`src/rtl/mstore_pkg.sv`:
```
package mstore_pkg;
    localparam int LANE_DATA_W = 8;
    localparam int LANE_W      = LANE_DATA_W + 1;

    typedef enum logic [0:0] {
        ST_IDLE = 1'b0,
        ST_SHOW = 1'b1
    } seq_state_t;
endpackage

```
`src/rtl/mstore_parity_lane.sv`:
```
module mstore_parity_lane
    import mstore_pkg::*;
(
    input  logic [LANE_DATA_W-1:0] byte_in,
    input  logic                   invert,
    output logic [LANE_W-1:0]      lane_out
);
    logic odd_bit;

    // Parity bit makes the 9-bit group odd, optionally inverted.
    always_comb begin
        odd_bit  = ~(^byte_in) ^ invert;
        lane_out = {byte_in, odd_bit};
    end
endmodule

```
`src/rtl/mstore_area_decode.sv`:
```
module mstore_area_decode #(
    parameter int SEL_W = 2,
    localparam int AREA_N = 1 << SEL_W
) (
    input  logic [SEL_W-1:0]  sel,
    output logic [AREA_N-1:0] enables
);
    for (genvar i = 0; i < AREA_N; i++) begin : g_dec
        assign enables[i] = (sel == SEL_W'(i));
    end
endmodule

```
`src/rtl/mstore_seq.sv`:
```
module mstore_seq
    import mstore_pkg::*;
#(
    parameter int WORD_W = 36,
    parameter int ADDR_W = 24,
    parameter int AREA_N = 4
) (
    input  logic              clk,
    input  logic              rst_n,
    input  logic              req,
    input  logic [WORD_W-1:0] word_d,
    input  logic [ADDR_W-1:0] addr_d,
    input  logic [AREA_N-1:0] area_d,
    output logic [WORD_W-1:0] word_q,
    output logic [ADDR_W-1:0] addr_q,
    output logic [AREA_N-1:0] area_q,
    output logic              valid
);
    seq_state_t state, state_nx;

    always_comb begin
        state_nx = state;
        unique case (state)
            ST_IDLE: if (req) state_nx = ST_SHOW;
            ST_SHOW: state_nx = req ? ST_SHOW : ST_IDLE;
            default: state_nx = ST_IDLE;
        endcase
    end

    always_ff @(posedge clk or negedge rst_n) begin
        if (!rst_n) state <= ST_IDLE;
        else        state <= state_nx;
    end

    always_ff @(posedge clk or negedge rst_n) begin
        if (!rst_n) begin
            word_q <= '0;
            addr_q <= '0;
            area_q <= '0;
        end else if (req) begin
            word_q <= word_d;
            addr_q <= addr_d;
            area_q <= area_d;
        end
    end

    always_comb begin
        valid = (state == ST_SHOW);
    end

    // strobe follows each request by one cycle
    a_r8_valid_after_req: assert property (@(posedge clk) disable iff (!rst_n)
        req |=> valid);
    // no strobe without a request
    a_r8_no_spurious_valid: assert property (@(posedge clk) disable iff (!rst_n)
        !req |=> !valid);
    // held outputs do not move without a request
    a_r7_hold_word: assert property (@(posedge clk) disable iff (!rst_n)
        !req |=> ($stable(word_q) && $stable(addr_q) && $stable(area_q)));
    // address captured from request cycle
    a_r6_addr_capture: assert property (@(posedge clk) disable iff (!rst_n)
        req |=> (addr_q == $past(addr_d)));
endmodule

```
`src/rtl/mstore_word_gen.sv`:
```
module mstore_word_gen
    import mstore_pkg::*;
#(
    parameter int N_BYTES = 4,
    parameter int ADDR_W  = 24,
    parameter int SEL_W   = 2,
    parameter int ERR_W   = 8,
    localparam int DATA_W = N_BYTES * LANE_DATA_W,
    localparam int WORD_W = N_BYTES * LANE_W,
    localparam int AREA_N = 1 << SEL_W
) (
    input  logic              clk,
    input  logic              rst_n,
    input  logic [DATA_W-1:0] data_keys,
    input  logic              rev_parity,
    input  logic [ADDR_W-1:0] addr_keys,
    input  logic [SEL_W-1:0]  area_sel,
    input  logic              store_req,
    input  logic [ERR_W-1:0]  err_reg,
    output logic [WORD_W-1:0] store_word,
    output logic [AREA_N-1:0] area_en,
    output logic [ADDR_W-1:0] store_addr,
    output logic              store_valid,
    output logic              test_light,
    output logic              master_check
);
    logic [WORD_W-1:0] word_d;
    logic [AREA_N-1:0] area_d;

    for (genvar g = 0; g < N_BYTES; g++) begin : g_lane
        mstore_parity_lane u_lane (
            .byte_in (data_keys[g*LANE_DATA_W +: LANE_DATA_W]),
            .invert  (rev_parity),
            .lane_out(word_d[g*LANE_W +: LANE_W])
        );
    end

    mstore_area_decode #(.SEL_W(SEL_W)) u_dec (
        .sel    (area_sel),
        .enables(area_d)
    );

    mstore_seq #(
        .WORD_W(WORD_W),
        .ADDR_W(ADDR_W),
        .AREA_N(AREA_N)
    ) u_seq (
        .clk   (clk),
        .rst_n (rst_n),
        .req   (store_req),
        .word_d(word_d),
        .addr_d(addr_keys),
        .area_d(area_d),
        .word_q(store_word),
        .addr_q(store_addr),
        .area_q(area_en),
        .valid (store_valid)
    );

    always_comb begin
        test_light   = rev_parity;
        master_check = |err_reg;
    end

    // group parity sense set by the switch in the request cycle
    for (genvar g = 0; g < N_BYTES; g++) begin : g_chk
        a_r3_group_parity: assert property (@(posedge clk) disable iff (!rst_n)
            store_req |=> ((^store_word[g*LANE_W +: LANE_W]) == !$past(rev_parity)));
    end

    // one area enable per store
    a_r5_area_onehot: assert property (@(posedge clk) disable iff (!rst_n)
        store_valid |-> ($countones(area_en) == 1));
endmodule

```
`config.mk`:
```
export PLATFORM = sky130hd
export DESIGN_NAME = mstore_word_gen
export DESIGN_NICKNAME = d
export VERILOG_FILES = /design/src/rtl/mstore_pkg.sv /design/src/rtl/mstore_parity_lane.sv /design/src/rtl/mstore_area_decode.sv /design/src/rtl/mstore_seq.sv /design/src/rtl/mstore_word_gen.sv
export SDC_FILE = /design/constraint.sdc
export NUM_CORES = 1
export LEC_CHECK = 0
export BUFFER_PORTS_ARGS = -buffer_cell sky130_fd_sc_hd__clkbuf_2
export CAP_MARGIN = 0
export CORE_MARGIN = 2
export CORE_UTILIZATION = 41
export CTS_CLUSTER_SIZE = 10
export DETAILED_ROUTE_END_ITERATION = 10
export PLACE_DENSITY = 0.76
export SKIP_CTS_REPAIR_TIMING = 1
export SYNTH_ARGS = -nofsm -noshare
export SYNTH_HDL_FRONTEND = slang
export SYNTH_SLANG_ARGS = --single-unit
```
`constraint.sdc`:
```
create_clock -name clk -period 0.8 [get_ports clk]
set_input_delay 0.04 -clock clk [delete_from_list [all_inputs] [get_ports clk]]
set_output_delay 0.04 -clock clk [all_outputs]
set_load 0.1 [all_outputs]
```
==> results.ini, run 1 <==
[place]
pre_cts_ws_ns=-0.352
post-place-cells=446
port_buffers=136
post-dp-hpwl_mm=5.79
place.gp.congestion=0.730

[cts]
clk_path_buf_depth=2
cts_root_buf=clkbuf_8
clock-sinks=65
h-tree-depth=3
numCtsBuffers=9

[timing]
worstEpCategory=output port
repair-timing-grt-worst-ep=store_word[11]

[floorplanning]
rows=29
fp.dieH_um=85.4
die-width_um=85.4
initial_core_util=0.426
boundaryPins=137

[logic_synthesis]
synth-warning-count=0
netlist_instances=181
yosysUniqueCellTypes=17
syn-cell-area_sq_um=2720
syn_nets=251
avgSynthCellArea_sq_um=15.0
ys_seq_area_frac=0.598
ys_seq_elements=65

[global_routing]
antenna_found_initial=0
grt_max_degree=66

[status]
stop_stage=5_1_grt
first-error=[ERROR DPL-0033] detailed placement checks failed during check placement.
status=did not finish

per-stage QoR:
step	instance area (sq um)	hold WS [ns]
3_5_place_dp	5230	0.0827
4_1_cts	5420	-0.279
2_1_floorplan	2990	-0.256
3_3_place_gp	5230	0.0805
cell usage after synthesis:
cell,instances,share of area
mux2_2,57,0.24
nor4_1,2,0.0046
dfrtp_1,65,0.60
nand3_1,1,0.0018
xnor3_1,4,0.033
xnor2_1,20,0.064
buf_1,1,0.0014
xor2_1,4,0.013
buf_2,6,0.011
nand3b_1,2,0.0055
buf_4,1,0.0028
o21ai_0,3,0.0055
nand2_1,1,0.0014
a21oi_1,4,0.0074
clkbuf_1,2,0.0028
nor2_1,5,0.0069
inv_1,3,0.0041
kinds of logic after synthesis:
logic type	synth area share
AOI/OAI and AO/OA	0.0129
xor gates and xnor gates	0.110
buffers and inverters	0.0221
DFF	0.598
muxes	0.236
and+or+nand+nor	0.0202
==> run 2, diff against run 1 <==
CORE_UTILIZATION = 30   (was 41)
CTS_CLUSTER_SIZE = unset   (was 10)
PLACE_DENSITY = unset   (was 0.76)
PLACE_DENSITY_LB_ADDON = 0.15   (was unset)
clock period = 1 ns   (was 0.8 ns; I/O delays follow)
==> results.ini, run 2 <==
[cts]
clk_path_buf_depth=2  ; unchanged
cts_tree=done
cts_root_buf=clkbuf_8  ; unchanged
clk_pin_slew_worst_paths_ns=0.08
clk_latency_ns=0.33
clock-sinks=65  ; unchanged
h-tree-depth=3  ; unchanged
numCtsBuffers=9  ; unchanged

[detailed_routing]
vias=2117
ant_nets=0
drt-pass1-iter-count=4
wl_per_cell_um=14.1
drcViolationCount=0
vias_per_cell=4.31
wl_mm=6.91
drtIter0Drc=19

[timing]
clock.fmax_ghz=0.946
finalHoldViolations=1
skew_ns=0
whs_ns=-0.0126
rsz0062_at_grt=yes
period_share=1.06
maxSlewHeadroom=0.765
period_needed_ns=1.06
finalSetupTns_ns=-2.66
fin_ws_ns=-0.0575
tightest_slew_ns=0.352
slew_violations=0
setup_viol=57

[logic_synthesis]
netlist_instances=181  ; unchanged
ys_seq_area_frac=0.598  ; unchanged
async_flop_share=1.00  ; unchanged
ys_top_cells_by_area=dfrtp_1 (60%), mux2_2 (24%), xnor2_1 (6.4%)  ; unchanged
synth-edff-count=0  ; unchanged
yosys.area.top_type_share=0.598  ; unchanged
ys_seq_elements=65  ; unchanged
syn_nets=251  ; unchanged
yosys.cell_count.top_type=dfrtp_1  ; unchanged
ys.flop_type=dfrtp_1  ; unchanged
avgSynthCellArea_sq_um=15.0  ; unchanged
synth_area_leader_cell=dfrtp_1  ; unchanged
syn-cell-area_sq_um=2720  ; unchanged
yosysUniqueCellTypes=17  ; unchanged
synth_commonest_cells=dfrtp_1 (65), mux2_2 (57), xnor2_1 (20)  ; unchanged
synth-warning-count=0  ; unchanged

[critical_path]
path_class=reg -> out
cp.buffers_inverters=1
crit_fanout=2
cp.required_ns=0.95
cp-end-kind=output port
start_kind=register
arrival_ns=1.01
slowest_stage=dfrtp_4
critPathTopFamily=flip-flops
crit_chain=buf_12
critPathMaxStageDelay_ns=0.49

[place]
post-dp-hpwl_mm=4.73  ; was 5.79 mm
pre_cts_ws_ns=-0.130  ; was -0.352 ns
port_buffers=136  ; unchanged
place.gp.congestion=0.687  ; was 0.730

[floorplanning]
die-width_um=99.2  ; was 85.4 um
rows=34  ; was 29
boundaryPins=137  ; unchanged
fp.dieH_um=99.2  ; was 85.4 um
core_area_sq_um=8760
die_area_sq_um=9840
initial_core_util=0.310  ; was 0.426

[layout]
final_common_cell=buf_12
drive_gt1_frac=0.723
num_antenna_cells=0
largest_register_ffs=36
regMostFlops=u_seq.word_q
areaGrowthSynthToFinish_pct=105
finish.utilization=0.636
layout_common_cells=buf_12 (70), clkbuf_2 (67), mux2_2 (56), dlygate4sd3_1 (56), dfrtp_4 (56)
num-nets-final=448
reg_top3=u_seq.word_q (36), u_seq.addr_q (24), u_seq.area_q (4)

[pwr]
p_leak_nw=2.38
ir_worst_vdd_mv=1.00
p_per_area_nw_per_um2=1900

[global_routing]
gr-total-overflow=0
grt.total_usage=0.130
grt_pass1_vias=2081
grt_pass1_wl_mm=10.1
grt_max_degree=66
antenna_found_initial=0

[run]
cap_violations=0

[status]
violations=hold timing, setup timing
status=complete, but fails checks  ; was did not finish

[hold_path]
hold_path.class=in -> reg

==> run 2: cell counts after synthesis <==
No cell type changed its count.
==> run 2: stage by stage <==
stage / hold slack (ns) / cell area (sq um) / instances / total power (W)
finish: -0.0126 / 5570 / 491 / 0.0106
global route: 0.0121 / 5570 / 491 / 0.0110
CTS: -0.279 / 5010 / 435 / 0.0105
detailed placement: 0.0967 / 4780 / 419 / 0.00795
global placement: 0.0981 / 4780 / 419 / 0.00791
floorplan: -0.246 / 2940 / 181 / 0.00613
==> run 2: area by class of cell <==
cell class	count	area, sq um
clock inverter	5	77.6
inverter	3	11.3
tap	108	135
clock buffer	11	151
timing repair buffer	196	2310
sequential	65	1850
fill	676	3190
multi-input combinational	103	1040
==> run 2: cells by family (layout without fill, tap and decap cells) <==
| family | Yosys count | after routing | share of synthesized area |
|---|---|---|---|
| XOR/XNOR | 28 | 28 | 0.110 |
| flip-flops | 65 | 65 | 0.598 |
| AO/OA/AOI/OAI | 7 | 7 | 0.0129 |
| AND/OR/NAND/NOR | 11 | 11 | 0.0202 |
| buffers and inverters | 13 | 215 | 0.0221 |
| multiplexers | 57 | 57 | 0.236 |
==> run 2: layer usage <==
metal  global-route usage  part of all wire  routed length [um]  vias to the layer above
met4               0.0443             0.013                  89                        0
li1                     -                 -                   -                     1006
met1                0.156              0.42                2870                     1007
met3               0.0654             0.097                 672                        8
met5                    0                 0                   0                        -
met2                0.204              0.47                3280                       96
==> run 2: path summary, 6_finish.rpt <==
check                           startpoint               end  slack (ns)  cells past startpoint
hold / removal                 area_sel[1]   u_seq.area_q[3]       -0.01                      3
hold reg to reg            u_seq.addr_q[0]   u_seq.addr_q[0]        0.57                      1
max in group asynchronous            rst_n  u_seq.addr_q[23]        0.43                      3
setup / recovery           u_seq.word_q[5]     store_word[5]       -0.06                      1
min in group asynchronous            rst_n   u_seq.word_q[8]        0.25                      3
setup reg to reg           u_seq.addr_q[4]   u_seq.addr_q[4]        0.12                      1
==> run 2: report_power, final <==
group	switching (W)	internal, W	total [W]
Combinational	0.00279	0.00183	0.00462
Sequential	0.000323	0.00309	0.00341
Clock	0.00102	0.00153	0.00255
Total	0.00413	0.00645	0.0106
Note: power is estimated with default switching activity, not from simulation.
==> run 3, diff against run 2 <==
CELL_PAD_IN_SITES_DETAIL_PLACEMENT = 2   (was unset)
CELL_PAD_IN_SITES_GLOBAL_PLACEMENT = 2   (was unset)
CORE_UTILIZATION = 28   (was 30)
==> results.ini, run 3 (synthesis results as in run 2) <==
[critical_path]
crit_chain=buf_12  ; unchanged
cp.buffers_inverters=1  ; unchanged
start_kind=register  ; unchanged
reg2reg_setup_slack_ns=-0.02  ; was 0.12 ns
r2r-start=u_seq.word_q[31]  ; was u_seq.addr_q[4]
path_class=reg -> out  ; unchanged
arrival_ns=1.03  ; was 1.01 ns
cp.required_ns=0.95  ; about the same
critPathMaxStageDelay_ns=0.51  ; was 0.49 ns
reg2regPathDepth=2  ; was 1
critPathTopFamily=flip-flops  ; unchanged
crit_fanout=2  ; unchanged
cp-end-kind=output port  ; unchanged
slowest_stage=dfrtp_4  ; unchanged
regToRegEndpoint=u_seq.word_q[31]  ; was u_seq.addr_q[4]

[cts]
numCtsBuffers=9  ; unchanged
cts_tree=done  ; unchanged
clock-sinks=65  ; unchanged
clk_latency_ns=0.34  ; was 0.33 ns
clk_path_buf_depth=2  ; unchanged
cts_root_buf=clkbuf_8  ; unchanged
clk_pin_slew_worst_paths_ns=0.07  ; was 0.08 ns
h-tree-depth=3  ; unchanged

[place]
post-place-cells=442  ; was 419
place.gp.congestion=0.693  ; was 0.687
port_buffers=136  ; unchanged
post-dp-hpwl_mm=6.08  ; was 4.73 mm
dpl_cell_area_sq_um=4820  ; was 4780 sq um

[pwr]
internal_power_w=0.00631  ; was 0.00645 W
netSwitchingFraction=0.405  ; was 0.390
ir_worst_vdd_mv=1.10  ; was 1.00 mV
pwr-share-seq=0.325  ; was 0.322
p_leak_nw=2.40  ; was 2.38 nW
combPwrFrac=0.449  ; was 0.437
p_sw_w=0.00430  ; was 0.00413 W
p_per_area_nw_per_um2=1880  ; was 1900 nW/um^2
clockPowerShare=0.225  ; was 0.241

[timing]
period_needed_ns=1.08  ; was 1.06 ns
setup_viol=63  ; was 57
rsz0062_at_grt=yes  ; unchanged
slew_violations=0  ; unchanged
clock.fmax_ghz=0.927  ; was 0.946 GHz
tightest_slew_ns=0.370  ; was 0.352 ns
fin_ws_ns=-0.0782  ; was -0.0575 ns
skew_ns=0  ; unchanged
maxSlewHeadroom=0.753  ; was 0.765
period_share=1.08  ; was 1.06
finalHoldViolations=0  ; was 1

[hold_path]
worst_hold_path.endpoint=u_seq.area_q[3]  ; unchanged
hold_path.class=in -> reg  ; unchanged
hp-start=area_sel[0]  ; was area_sel[1]
holdPathStages=3  ; unchanged

[layout]
layout_common_cells=buf_12 (70), clkbuf_2 (67), dfrtp_4 (56)  ; was buf_12 (70), clkbuf_2 (67), mux2_2 (56), dlygate4sd3_1 (56), dfrtp_4 (56)
seqCellArea_sq_um=1850  ; unchanged
areaGrowthSynthToFinish_pct=107  ; was 105%
drive_gt1_frac=0.724  ; was 0.723
final_common_cell=buf_12  ; unchanged
final_cells=518  ; was 491
finish.utilization=0.603  ; was 0.636
final.fill_count=835  ; was 676
design_area_sq_um=5630  ; was 5570 sq um
num-nets-final=453  ; was 448
regMostFlops=u_seq.word_q  ; unchanged
multi_input_area_sq_um=1040  ; about the same
largest_register_ffs=36  ; unchanged
reg_top3=u_seq.word_q (36), u_seq.addr_q (24), u_seq.area_q (4)  ; unchanged

[global_routing]
gr-total-overflow=0  ; unchanged
antenna_found_initial=0  ; unchanged
grt_pass1_vias=2268  ; was 2081
grt_max_degree=66  ; unchanged
grt.total_usage=0.158  ; was 0.130
grt_pass1_wl_mm=12.2  ; was 10.1 mm

[floorplanning]
core_area_sq_um=9330  ; was 8760 sq um
fp.dieH_um=103  ; was 99.2 um
rows=35  ; was 34
die-width_um=103  ; was 99.2 um
boundaryPins=137  ; unchanged
initial_core_util=0.291  ; was 0.310
die_area_sq_um=10500  ; was 9840 sq um

[detailed_routing]
drt-pass1-iter-count=4  ; unchanged
met1_length_mm=3.55  ; was 2.87 mm
wl_met2_mm=6.22  ; was 3.28 mm
wl_met3_um=690  ; was 672 um
wl_per_cell_um=20.6  ; was 14.1 um
drtIter0Drc=31  ; was 19
topRoutingLayerUsed=met4  ; unchanged
ant_nets=0  ; unchanged
vias=2262  ; was 2117
wl_mm=10.7  ; was 6.91 mm
drcViolationCount=0  ; unchanged
vias_per_cell=4.37  ; was 4.31

[run]
cap_violations=0  ; unchanged

[status]
violations=setup timing  ; was hold timing, setup timing
status=complete, but fails checks  ; unchanged

==> run 3: cell type report <==
cell class | instances | share of cell area
Antenna cell | 1 | 0.000445
Clock buffer | 14 | 0.0307
Clock inverter | 2 | 0.00623
Inverter | 3 | 0.00200
Multi-Input combinational cell | 103 | 0.185
Sequential cell | 65 | 0.328
Tap cell | 129 | 0.0287
Timing Repair Buffer | 201 | 0.419
==> run 3: metal layers <==
layer | GRT usage | vias up
met3 | 0.0719 | 16
met4 | 0.0482 | 0
met2 | 0.278 | 87
met5 | 0 | -
li1 | - | 1022
met1 | 0.171 | 1137
==> run 3: through the flow <==
step | worst slack (ns) | hold slack (ns) | total power, W | setup TNS (ns)
CTS | -0.0943 | -0.275 | 0.0104 | -4.65
finish | -0.0782 | 0.0344 | 0.0106 | -3.24
detailed placement | -0.140 | 0.104 | 0.00802 | -0.491
floorplan | -0.0367 | -0.246 | 0.00613 | -1.20
global placement | -0.113 | 0.105 | 0.00794 | -0.391
global route | -0.115 | 0.0105 | 0.0110 | -5.56
==> run 3: worst max path at each step <==
| stage | to | cells past startpoint | startpoint |
|---|---|---|---|
| 6_report | store_addr[6] | 1 | u_seq.addr_q[6] |
| 5_1_grt | store_addr[6] | 1 | u_seq.addr_q[6] |
| 4_1_cts | store_word[23] | 1 | u_seq.word_q[23] |
| 3_5_place_dp | u_seq.word_q[0] | 5 | data_keys[5] |
| 3_3_place_gp | u_seq.word_q[27] | 5 | data_keys[27] |
| 2_1_floorplan | u_seq.addr_q[0] | 1 | u_seq.addr_q[0] |
==> run 3: power groups by stage <==
stage / Sequential, W / Clock [W] / Combinational, W
floorplan: 0.00553 / 0 / 0.000597
global placement: 0.00346 / 0 / 0.00448
detailed placement: 0.00349 / 0 / 0.00453
CTS: 0.00344 / 0.00244 / 0.00454
global route: 0.00350 / 0.00256 / 0.00493
finish: 0.00345 / 0.00239 / 0.00477
==> run 4, diff against run 3 <==
CORE_UTILIZATION = 30   (was 28)
clock period = 1.3 ns   (was 1 ns; I/O delays follow)
==> results.ini, run 4 (synthesis results as in run 2) <==
[floorplanning]
die_area_sq_um=9840  ; was 10500 sq um
boundaryPins=137  ; unchanged
rows=34  ; was 35
core_area_sq_um=8760  ; was 9330 sq um
initial_core_util=0.310  ; was 0.291
fp.dieH_um=99.2  ; was 103 um
die-width_um=99.2  ; was 103 um

[cts]
clk_latency_ns=0.33  ; was 0.34 ns
numCtsBuffers=9  ; unchanged
clock-sinks=65  ; unchanged
clk_pin_slew_worst_paths_ns=0.07  ; about the same
clk_path_buf_depth=2  ; unchanged
cts_tree=done  ; unchanged
cts_root_buf=clkbuf_8  ; unchanged
h-tree-depth=3  ; unchanged

[critical_path]
critPathMaxStageDelay_ns=0.55  ; was 0.51 ns
reg2reg_setup_slack_ns=0.53  ; was -0.02 ns
crit_chain=dlygate4sd3_1, clkbuf_2, xnor2_1, xnor3_1, xnor2_1, a21oi_1  ; was buf_12
arrival_ns=1.47  ; was 1.03 ns
start_kind=input pin  ; was register
crit_fanout=2  ; unchanged
cp-end-kind=register  ; was output port
cp.buffers_inverters=2  ; was 1
slowest_stage=dlygate4sd3_1  ; was dfrtp_4
path_class=in -> reg  ; was reg -> out
cp_common_cell=xnor2_1
cp.required_ns=1.50  ; was 0.95 ns
critPathTopFamily=buffers and inverters  ; was flip-flops

[place]
place.gp.congestion=0.694  ; was 0.693
post-dp-hpwl_mm=5.30  ; was 6.08 mm
port_buffers=136  ; unchanged
dpl_cell_area_sq_um=3560  ; was 4820 sq um

[detailed_routing]
vias=2155  ; was 2262
wl_per_cell_um=16.1  ; was 20.6 um
wl_mm=7.79  ; was 10.7 mm
drtIter0Drc=32  ; was 31
drt-pass1-iter-count=3  ; was 4
ant_nets=0  ; unchanged
vias_per_cell=4.45  ; was 4.37
drcViolationCount=0  ; unchanged

[global_routing]
antenna_found_initial=0  ; unchanged
grt_pass1_vias=2231  ; was 2268
gr-total-overflow=0  ; unchanged
met3_usage=0.0597  ; was 0.0719
grt_pass1_wl_mm=11.1  ; was 12.2 mm
busiest_layer=met2  ; unchanged
grt.total_usage=0.146  ; was 0.158
grt_max_degree=66  ; unchanged
met2_usage=0.259  ; was 0.278
grt_use_met1=0.157  ; was 0.171

[layout]
drive_gt1_frac=0.556  ; was 0.724
areaGrowthSynthToFinish_pct=55.1  ; was 107%
finish.utilization=0.481  ; was 0.603
final_common_cell=clkbuf_2  ; was buf_12
regMostFlops=u_seq.word_q  ; unchanged
layout_common_cells=clkbuf_2 (129), dfrtp_1 (65), mux2_2 (57)  ; was buf_12 (70), clkbuf_2 (67), dfrtp_4 (56)
num-nets-final=441  ; was 453
largest_register_ffs=36  ; unchanged
num_antenna_cells=0  ; was 1
design_area_sq_um=4220  ; was 5630 sq um
reg_top3=u_seq.word_q (36), u_seq.addr_q (24), u_seq.area_q (4)  ; unchanged

[timing]
maxSlewHeadroom=0.626  ; was 0.753
skew_ns=0  ; unchanged
slew_violations=0  ; unchanged
clock.fmax_ghz=0.790
finalHoldViolations=0  ; unchanged
period_needed_ns=1.27
setup_viol=0  ; was 63
period_share=0.973
tightest_slew_ns=0.563  ; was 0.370 ns

[hold_path]
hold_path.class=in -> reg  ; unchanged

[status]
status=finished, final reports clean  ; was complete, but fails checks

[run]
cap_violations=0  ; unchanged

[pwr]
p_total_w=0.00663  ; was 0.0106 W
p_per_area_nw_per_um2=1570  ; was 1880 nW/um^2
p_leak_nw=2.03  ; was 2.40 nW
ir_worst_vdd_mv=0.710  ; was 1.10 mV

run 4: per-layer routing:
layer | wire length [um] | vias to the layer above
met5 | 0 | -
met4 | 84 | 0
met3 | 507 | 6
met1 | 2830 | 1074
met2 | 4360 | 81
li1 | - | 994
run 4: worst paths after layout:
check / cells after the start / end / start
worst max register to register: 1 / u_seq.word_q[26] / u_seq.word_q[26]
worst min-delay path: 2 / u_seq.word_q[26] / data_keys[23]
min in group asynchronous: 3 / u_seq.word_q[22] / rst_n
max in group asynchronous: 3 / u_seq.addr_q[8] / rst_n
worst min register to register: 1 / u_seq.addr_q[16] / u_seq.addr_q[16]
worst max-delay path: 6 / u_seq.word_q[18] / data_keys[21]
run 4: power breakdown:
part,switching [W],internal (W),total [W]
Sequential,0.000124,0.00225,0.00238
Clock,0.000736,0.000681,0.00142
Combinational,0.00216,0.000671,0.00283
run 4: metrics by stage:
stage / hold slack, ns / setup slack [ns] / TNS [ns] / std cells
final: 0.00979 / 0.0348 / 0 / 484
after floorplan: -0.231 / 0.0441 / 0 / 181
after CTS: -0.254 / 0.0400 / 0 / 434
after detailed placement: 0.117 / 0.0707 / 0 / 418
after global placement: 0.120 / 0.186 / 0 / 418
after global routing: 0.00103 / -0.0158 / -0.0180 / 484
run 4: final cells by class:
cell class	instances	area (sq um)
timing repair buffer	189	1260
sequential	65	1630
clock buffer	12	135
tap	108	135
clock inverter	4	20.0
inverter	3	11.3
multi-input combinational	103	1030
fill	908	4550
